[src/rtl/pcc_pkg.sv]
package pcc_pkg;
  typedef enum logic [1:0] {
    ST_IDLE = 2'd0,
    ST_REQ  = 2'd1,
    ST_WAIT = 2'd2,
    ST_RES  = 2'd3
  } pcc_state_e;

  // search axis selected by the axis flag
  localparam logic AX_TIME = 1'b0;
  localparam logic AX_FREQ = 1'b1;
endpackage

[src/rtl/pcc_rst_sync.sv]
module pcc_rst_sync (
  input  logic clk,
  input  logic rst_n,
  output logic rst_n_sync
);
  logic meta_q;

  always_ff @(posedge clk or negedge rst_n) begin
    if (!rst_n) begin
      meta_q     <= 1'b0;
      rst_n_sync <= 1'b0;
    end else begin
      meta_q     <= 1'b1;
      rst_n_sync <= meta_q;
    end
  end
endmodule

[src/rtl/pcc_check_eval.sv]
module pcc_check_eval #(
  parameter int unsigned N  = 16,
  parameter int unsigned M  = 8,
  parameter logic [M*N-1:0] H = '0,
  parameter int unsigned CW = $clog2(M + 1)
) (
  input  logic [N-1:0]  word,
  output logic [CW-1:0] sat_cnt
);
  logic [M-1:0] row_ok;

  // one parity row per generate instance
  for (genvar r = 0; r < M; r++) begin : g_row
    assign row_ok[r] = ~(^(word & H[r*N +: N]));
  end

  always_comb begin
    sat_cnt = '0;
    for (int i = 0; i < M; i++) begin
      sat_cnt = sat_cnt + CW'(row_ok[i]);
    end
  end
endmodule

[src/rtl/pcc_cand_gen.sv]
module pcc_cand_gen #(
  parameter int unsigned W     = 10,
  parameter int unsigned NCAND = 8,
  parameter int unsigned IDXW  = $clog2(NCAND)
) (
  input  logic signed [W-1:0] center,
  input  logic signed [W-1:0] step,
  input  logic [IDXW-1:0]     idx,
  output logic signed [W-1:0] cand
);
  localparam logic signed [W-1:0] HALF = W'(NCAND / 2);

  logic signed [W-1:0]   rel;
  logic signed [2*W-1:0] prod;

  always_comb begin
    rel  = $signed({{(W-IDXW){1'b0}}, idx}) - HALF;
    prod = rel * step;
    cand = center + $signed(prod[W-1:0]);
  end
endmodule

[src/rtl/pcc_best_track.sv]
module pcc_best_track #(
  parameter int unsigned W  = 10,
  parameter int unsigned CW = 4
) (
  input  logic               clk,
  input  logic               rst_n,
  input  logic               en,
  input  logic               first,
  input  logic signed [W-1:0] cand_t,
  input  logic signed [W-1:0] cand_f,
  input  logic [CW-1:0]      cnt,
  output logic signed [W-1:0] best_t,
  output logic signed [W-1:0] best_f,
  output logic [CW-1:0]      best_cnt,
  output logic signed [W-1:0] nxt_t,
  output logic signed [W-1:0] nxt_f,
  output logic [CW-1:0]      nxt_cnt
);
  logic take;

  // strict greater-than keeps the earlier of two equal scores
  always_comb begin
    take    = first || (cnt > best_cnt);
    nxt_t   = take ? cand_t : best_t;
    nxt_f   = take ? cand_f : best_f;
    nxt_cnt = take ? cnt    : best_cnt;
  end

  always_ff @(posedge clk or negedge rst_n) begin
    if (!rst_n) begin
      best_t   <= '0;
      best_f   <= '0;
      best_cnt <= '0;
    end else if (en) begin
      best_t   <= nxt_t;
      best_f   <= nxt_f;
      best_cnt <= nxt_cnt;
    end
  end
endmodule

[src/rtl/pcc_search_ctrl.sv]
module pcc_search_ctrl
  import pcc_pkg::*;
#(
  parameter int unsigned N       = 16,
  parameter int unsigned M       = 8,
  parameter logic [M*N-1:0] H    = {16'h8085, 16'h40C2, 16'h2061, 16'h10B0,
                                    16'h0858, 16'h042C, 16'h0216, 16'h010B},
  parameter int unsigned W       = 10,
  parameter int unsigned NCAND   = 8,
  parameter int unsigned NPASS   = 3,
  parameter int          STEP_T0 = 16,
  parameter int          STEP_F0 = 16,
  parameter int          INIT_T  = 0,
  parameter int          INIT_F  = 0,
  parameter int unsigned MODE    = 2,   // 0 timing, 1 frequency, 2 joint
  parameter int unsigned CW      = $clog2(M + 1)
) (
  input  logic                clk,
  input  logic                rst_n,
  output logic                req_valid,
  input  logic                req_ready,
  output logic signed [W-1:0] req_toff,
  output logic signed [W-1:0] req_foff,
  input  logic                word_valid,
  output logic                word_ready,
  input  logic [N-1:0]        word_data,
  output logic                res_valid,
  input  logic                res_ready,
  output logic signed [W-1:0] res_toff,
  output logic signed [W-1:0] res_foff,
  output logic [CW-1:0]       res_count,
  output logic                res_all_ok
);
  localparam int unsigned IDXW = $clog2(NCAND);
  localparam int unsigned PW   = (NPASS > 1) ? $clog2(NPASS) : 1;
  localparam logic [IDXW-1:0] IDX_LAST  = IDXW'(NCAND - 1);
  localparam logic [PW-1:0]   PASS_LAST = PW'(NPASS - 1);
  localparam logic signed [W-1:0] ST_T0 = W'(STEP_T0);
  localparam logic signed [W-1:0] ST_F0 = W'(STEP_F0);
  localparam logic signed [W-1:0] C_T0  = W'(INIT_T);
  localparam logic signed [W-1:0] C_F0  = W'(INIT_F);
  localparam logic FIRST_AX = (MODE == 1) ? AX_FREQ : AX_TIME;

  logic rst_ni;

  pcc_state_e state_q, state_n;
  logic [IDXW-1:0]     idx_q, idx_n;
  logic [PW-1:0]       pass_q, pass_n;
  logic                ax_q, ax_n;
  logic signed [W-1:0] ctr_t_q, ctr_t_n, ctr_f_q, ctr_f_n;
  logic                ctl_en;

  logic signed [W-1:0] step_t, step_f, step_sel, ctr_sel, cand;
  logic [CW-1:0]       sat_cnt;
  logic                accept, ax_within, last_phase;
  logic signed [W-1:0] best_t, best_f, nxt_t, nxt_f;
  logic [CW-1:0]       best_cnt, nxt_cnt;

  pcc_rst_sync u_rst (
    .clk        (clk),
    .rst_n      (rst_n),
    .rst_n_sync (rst_ni)
  );

  pcc_check_eval #(.N(N), .M(M), .H(H), .CW(CW)) u_eval (
    .word    (word_data),
    .sat_cnt (sat_cnt)
  );

  assign step_t   = ST_T0 >>> pass_q;
  assign step_f   = ST_F0 >>> pass_q;
  assign step_sel = (ax_q == AX_FREQ) ? step_f  : step_t;
  assign ctr_sel  = (ax_q == AX_FREQ) ? ctr_f_q : ctr_t_q;

  pcc_cand_gen #(.W(W), .NCAND(NCAND), .IDXW(IDXW)) u_cand (
    .center (ctr_sel),
    .step   (step_sel),
    .idx    (idx_q),
    .cand   (cand)
  );

  assign req_toff = (ax_q == AX_FREQ) ? ctr_t_q : cand;
  assign req_foff = (ax_q == AX_FREQ) ? cand    : ctr_f_q;

  assign accept = (state_q == ST_WAIT) && word_valid;

  pcc_best_track #(.W(W), .CW(CW)) u_best (
    .clk      (clk),
    .rst_n    (rst_ni),
    .en       (accept),
    .first    (idx_q == '0),
    .cand_t   (req_toff),
    .cand_f   (req_foff),
    .cnt      (sat_cnt),
    .best_t   (best_t),
    .best_f   (best_f),
    .best_cnt (best_cnt),
    .nxt_t    (nxt_t),
    .nxt_f    (nxt_f),
    .nxt_cnt  (nxt_cnt)
  );

  // axis sequencing depends on the search mode
  if (MODE == 2) begin : g_joint
    assign ax_within = (ax_q == AX_TIME);
  end else begin : g_single
    assign ax_within = 1'b0;
  end

  assign last_phase = (pass_q == PASS_LAST) && !ax_within;

  always_comb begin
    state_n = state_q;
    idx_n   = idx_q;
    pass_n  = pass_q;
    ax_n    = ax_q;
    ctr_t_n = ctr_t_q;
    ctr_f_n = ctr_f_q;
    unique case (state_q)
      ST_IDLE: state_n = ST_REQ;
      ST_REQ: begin
        if (req_ready) state_n = ST_WAIT;
      end
      ST_WAIT: begin
        if (word_valid) begin
          state_n = ST_REQ;
          if (idx_q == IDX_LAST) begin
            idx_n = '0;
            if (ax_q == AX_FREQ) ctr_f_n = nxt_f;
            else                 ctr_t_n = nxt_t;
            if (last_phase) begin
              state_n = ST_RES;
            end else if (ax_within) begin
              ax_n = AX_FREQ;
            end else begin
              ax_n   = FIRST_AX;
              pass_n = pass_q + 1'b1;
            end
          end else begin
            idx_n = idx_q + 1'b1;
          end
        end
      end
      ST_RES: begin
        if (res_ready) begin
          state_n = ST_REQ;
          idx_n   = '0;
          pass_n  = '0;
          ax_n    = FIRST_AX;
          ctr_t_n = C_T0;
          ctr_f_n = C_F0;
        end
      end
      default: state_n = ST_IDLE;
    endcase
  end

  assign ctl_en = (state_n != state_q);

  always_ff @(posedge clk or negedge rst_ni) begin
    if (!rst_ni) begin
      state_q <= ST_IDLE;
      idx_q   <= '0;
      pass_q  <= '0;
      ax_q    <= FIRST_AX;
      ctr_t_q <= C_T0;
      ctr_f_q <= C_F0;
    end else if (ctl_en) begin
      state_q <= state_n;
      idx_q   <= idx_n;
      pass_q  <= pass_n;
      ax_q    <= ax_n;
      ctr_t_q <= ctr_t_n;
      ctr_f_q <= ctr_f_n;
    end
  end

  assign req_valid  = (state_q == ST_REQ);
  assign word_ready = (state_q == ST_WAIT);
  assign res_valid  = (state_q == ST_RES);
  assign res_toff   = ctr_t_q;
  assign res_foff   = ctr_f_q;
  assign res_count  = best_cnt;
  assign res_all_ok = (best_cnt == CW'(M));
endmodule

[config.mk]
export PLATFORM = sky130hd
export DESIGN_NAME = pcc_search_ctrl
export DESIGN_NICKNAME = d
export VERILOG_FILES = /design/src/rtl/pcc_pkg.sv /design/src/rtl/pcc_rst_sync.sv /design/src/rtl/pcc_check_eval.sv /design/src/rtl/pcc_cand_gen.sv /design/src/rtl/pcc_best_track.sv /design/src/rtl/pcc_search_ctrl.sv
export SDC_FILE = /design/constraint.sdc
export NUM_CORES = 1
export LEC_CHECK = 0
export ABC_AREA = 1
export BUFFER_PORTS_ARGS = -buffer_cell sky130_fd_sc_hd__buf_2
export CORE_MARGIN = 2
export CORE_UTILIZATION = 40
export DETAILED_ROUTE_END_ITERATION = 7
export PLACE_DENSITY_LB_ADDON = 0.08
export SETUP_SLACK_MARGIN = 0.3
export SYNTH_ARGS = -nofsm -noshare
export SYNTH_HDL_FRONTEND = slang
export SYNTH_SLANG_ARGS = --single-unit
export TNS_END_PERCENT = 30
[constraint.sdc]
create_clock -name clk -period 3.9 [get_ports clk]
set_input_delay 0.39 -clock clk [delete_from_list [all_inputs] [get_ports clk]]
set_output_delay 0.39 -clock clk [all_outputs]
set_load 0.1 [all_outputs]
==> impl_metrics.toml <==
[outcome]
status = "finished with violations"
violations = "setup timing"

[finish]
synthToLayoutAreaGrowth_pct = 53.5
nets = 756
instances_no_fill = 825
diodes = 0
drive_above_1_share = 0.434
layout_commonest_cell = "nand2_1"
mostFrequentLayoutCells = "nand2_1, inv_1, buf_4, dfrtp_1, buf_2"

[setup_path]
crit_slowest_cell = "fa_1"
critical_path_class = "reg -> out"
endpoint_kind = "output pin"
worst_setup_path_start_kind = "flip-flop"
critPathMaxStageDelay_ps = 500
crit_fanout = 3
cp_data_required_time_ps = 3510
cp_data_arrival_time_ps = 3940
cp_cell_sequence = "buf_6 -> ha_4 -> inv_4 -> nor2_2 -> fa_1 -> inv_1 -> fa_1 -> fa_1 -> fa_2 -> nand3b_1 -> nand2_1 -> nand2_2 -> nand2_2 -> nand2_2 -> nand2_8 -> buf_12"

[cts]
clock_path_buffers = 2
cts_tree = "done"
clk_pin_slew_worst_paths_ps = 100
cts_buffers = 5
htreeDepth = 2
clk_latency_ps = 320
clock-sinks = 54
cts-root-buf = "clkbuf_8"

[yosys]
avgSynthCellArea_um2 = 7.56
ys.flop_type = "dfrtp_1"
async_reset_ff_frac = 1.00
synth_seq_area_share = 0.325
netlist_area_um2 = 4160
yosys.area.top_type_share = 0.325
synth-seq-cells = 54
synth_top_area_cell = "dfrtp_1"
synth_edf_count = 0
yosysUniqueCellTypes = 36
synthCells = 551
yosys_warnings = 0
synthTopCellsByArea = "dfrtp_1, nand2_1, ha_1, inv_1, fa_1"
syn_nets = 619

[global_route]
grtUsageTotal = 0.215
grt_max_degree = 32
grt_pass1_vias = 3895
overflow = 0
grt_pass1_wl_um = 19100
grt_antenna_before_repair = 0

[floorplan]
boundaryPins = 69
die_y_um = 106
die_w_um = 106
core_um2 = 10200
die-area_um2 = 11200
num_rows = 37
initial_core_util = 0.407

[detailed_routing]
drt-total-wl_um = 11700
firstDrtPassIters = 4
wl_per_cell_um = 14.2
drcViolationCount = 0
drt_iter0_drc = 237
routed_via_density = 4.79
ant_nets = 0
vias = 3951

[worst_hold_path]
min_path_type = "reg -> async"

[place]
place.gp.congestion = 0.841
place_inst = 787
hpwl_um = 8370
port_buffers = 68

[timing]
post-route-period-util = 1.11
slew_viol_final = 0
hold_viol_final = 0
rsz0062_at_grt = "yes"
setup_violations = 56
finalCriticalPeriod_ps = 4330
clock.fmax_mhz = 231
finClkSkew_ps = 9.03
tightest_slew_ps = 589
worst_slack_ps = -429
maxSlewHeadroom = 0.603

[flow_run]
cap_violations = 0
## area by class of cell
type,instances,area [um^2]
repair buffers,144,1330
flip-flops and latches,54,1360
well taps,136,170
clock inverters,1,30.0
repair inverters,3,43.8
inverters,104,410
multi-input cells,376,2970
clock buffers,7,86.3
fillers,901,3840
## cells in the mapped netlist (all sizes together), types with 2 or more instances
| cell type | count |
|---|---|
| a21oi | 6 |
| buf | 14 |
| clkbuf | 3 |
| dfrtp | 54 |
| fa | 15 |
| ha | 32 |
| inv | 103 |
| nand2 | 164 |
| nand3 | 22 |
| nand4 | 4 |
| nor2 | 15 |
| nor3 | 2 |
| o211ai | 5 |
| o21ai | 67 |
| o22ai | 4 |
| or2 | 6 |
| xnor2 | 22 |
| xor2 | 6 |
## path summary, 6_finish.rpt
path,slack (ps),cells past startpoint,start,end
setup / recovery,-430,16,pass_q[1],req_foff[7]
hold / removal,240,0,u_rst.rst_n_sync,res_foff[1]
setup reg to reg,-60,19,pass_q[1],res_toff[7]
hold reg to reg,240,0,u_rst.rst_n_sync,res_foff[1]
max in group asynchronous,2820,1,u_rst.rst_n_sync,res_toff[4]
min in group clk,330,3,word_valid,state_q[0]
## metrics by stage
step / utilization / setup TNS, ps / setup WS (ps) / area [um^2] / hold WS [ps]
after floorplan: - / -7780 / -275 / 4450 / 94.4
after global placement: 0.533 / -21220 / -504 / 5450 / 174
after detailed placement: 0.533 / -23980 / -564 / 5450 / 177
after CTS: 0.593 / -9480 / -439 / 6060 / 260
after global routing: 0.625 / -23930 / -616 / 6390 / 287
final: 0.625 / -13530 / -429 / 6390 / 241
## per-layer routing
metal | up-vias | share of wire | track usage
li1 | 1985 | - | -
met1 | 1873 | 0.45 | 0.287
met2 | 81 | 0.49 | 0.371
met3 | 12 | 0.043 | 0.0288
met4 | 0 | 0.017 | 0.0498
met5 | - | 0 | 0
## cell families (layout without fill, tap and decap cells)
logic type	count (synthesis)	in the layout	synth area share
muxes	1	1	0.00240
other	1	1	0.000901
adders and majority gates	47	47	0.168
xor gates and xnor gates	28	28	0.0589
buffers and inverters	121	259	0.114
and+or+nand+nor	215	215	0.222
DFF	54	54	0.325
AOI/OAI and AO/OA	84	84	0.109
## registers in the layout (all words and copies together) (netlist names)
signal / flops
idx_q: 3
u_rst.rst_n_sync: 1
u_best.best_f: 10
state_q: 2
pass_q: 2
u_best.best_cnt: 4
ax_q: 1
u_best.best_t: 10
res_foff: 10
u_rst.meta_q: 1
res_toff: 10
## what timing repair did
item                                    4_1_cts  5_1_grt
setup buffers                                16        8
endpoints found under the hold margin         2        0
endpoints found under the setup margin       58       58
cloned                                        4        1
hold buffers                                  1        0
gates resized for setup                      90       65
pin swaps                                    24       18
## worst max-delay path, delay by kind of cell, from the launching register on
| family | cells | cell delay (ps) |
|---|---|---|
| and+or+nand+nor | 7 | 700 |
| DFF | 1 | 430 |
| adders and majority gates | 5 | 2070 |
| buffers and inverters | 4 | 420 |
Power is left out: the tool's default activity adds up to more than one toggle a clock period on the data nets, which glitch-free logic cannot reach.
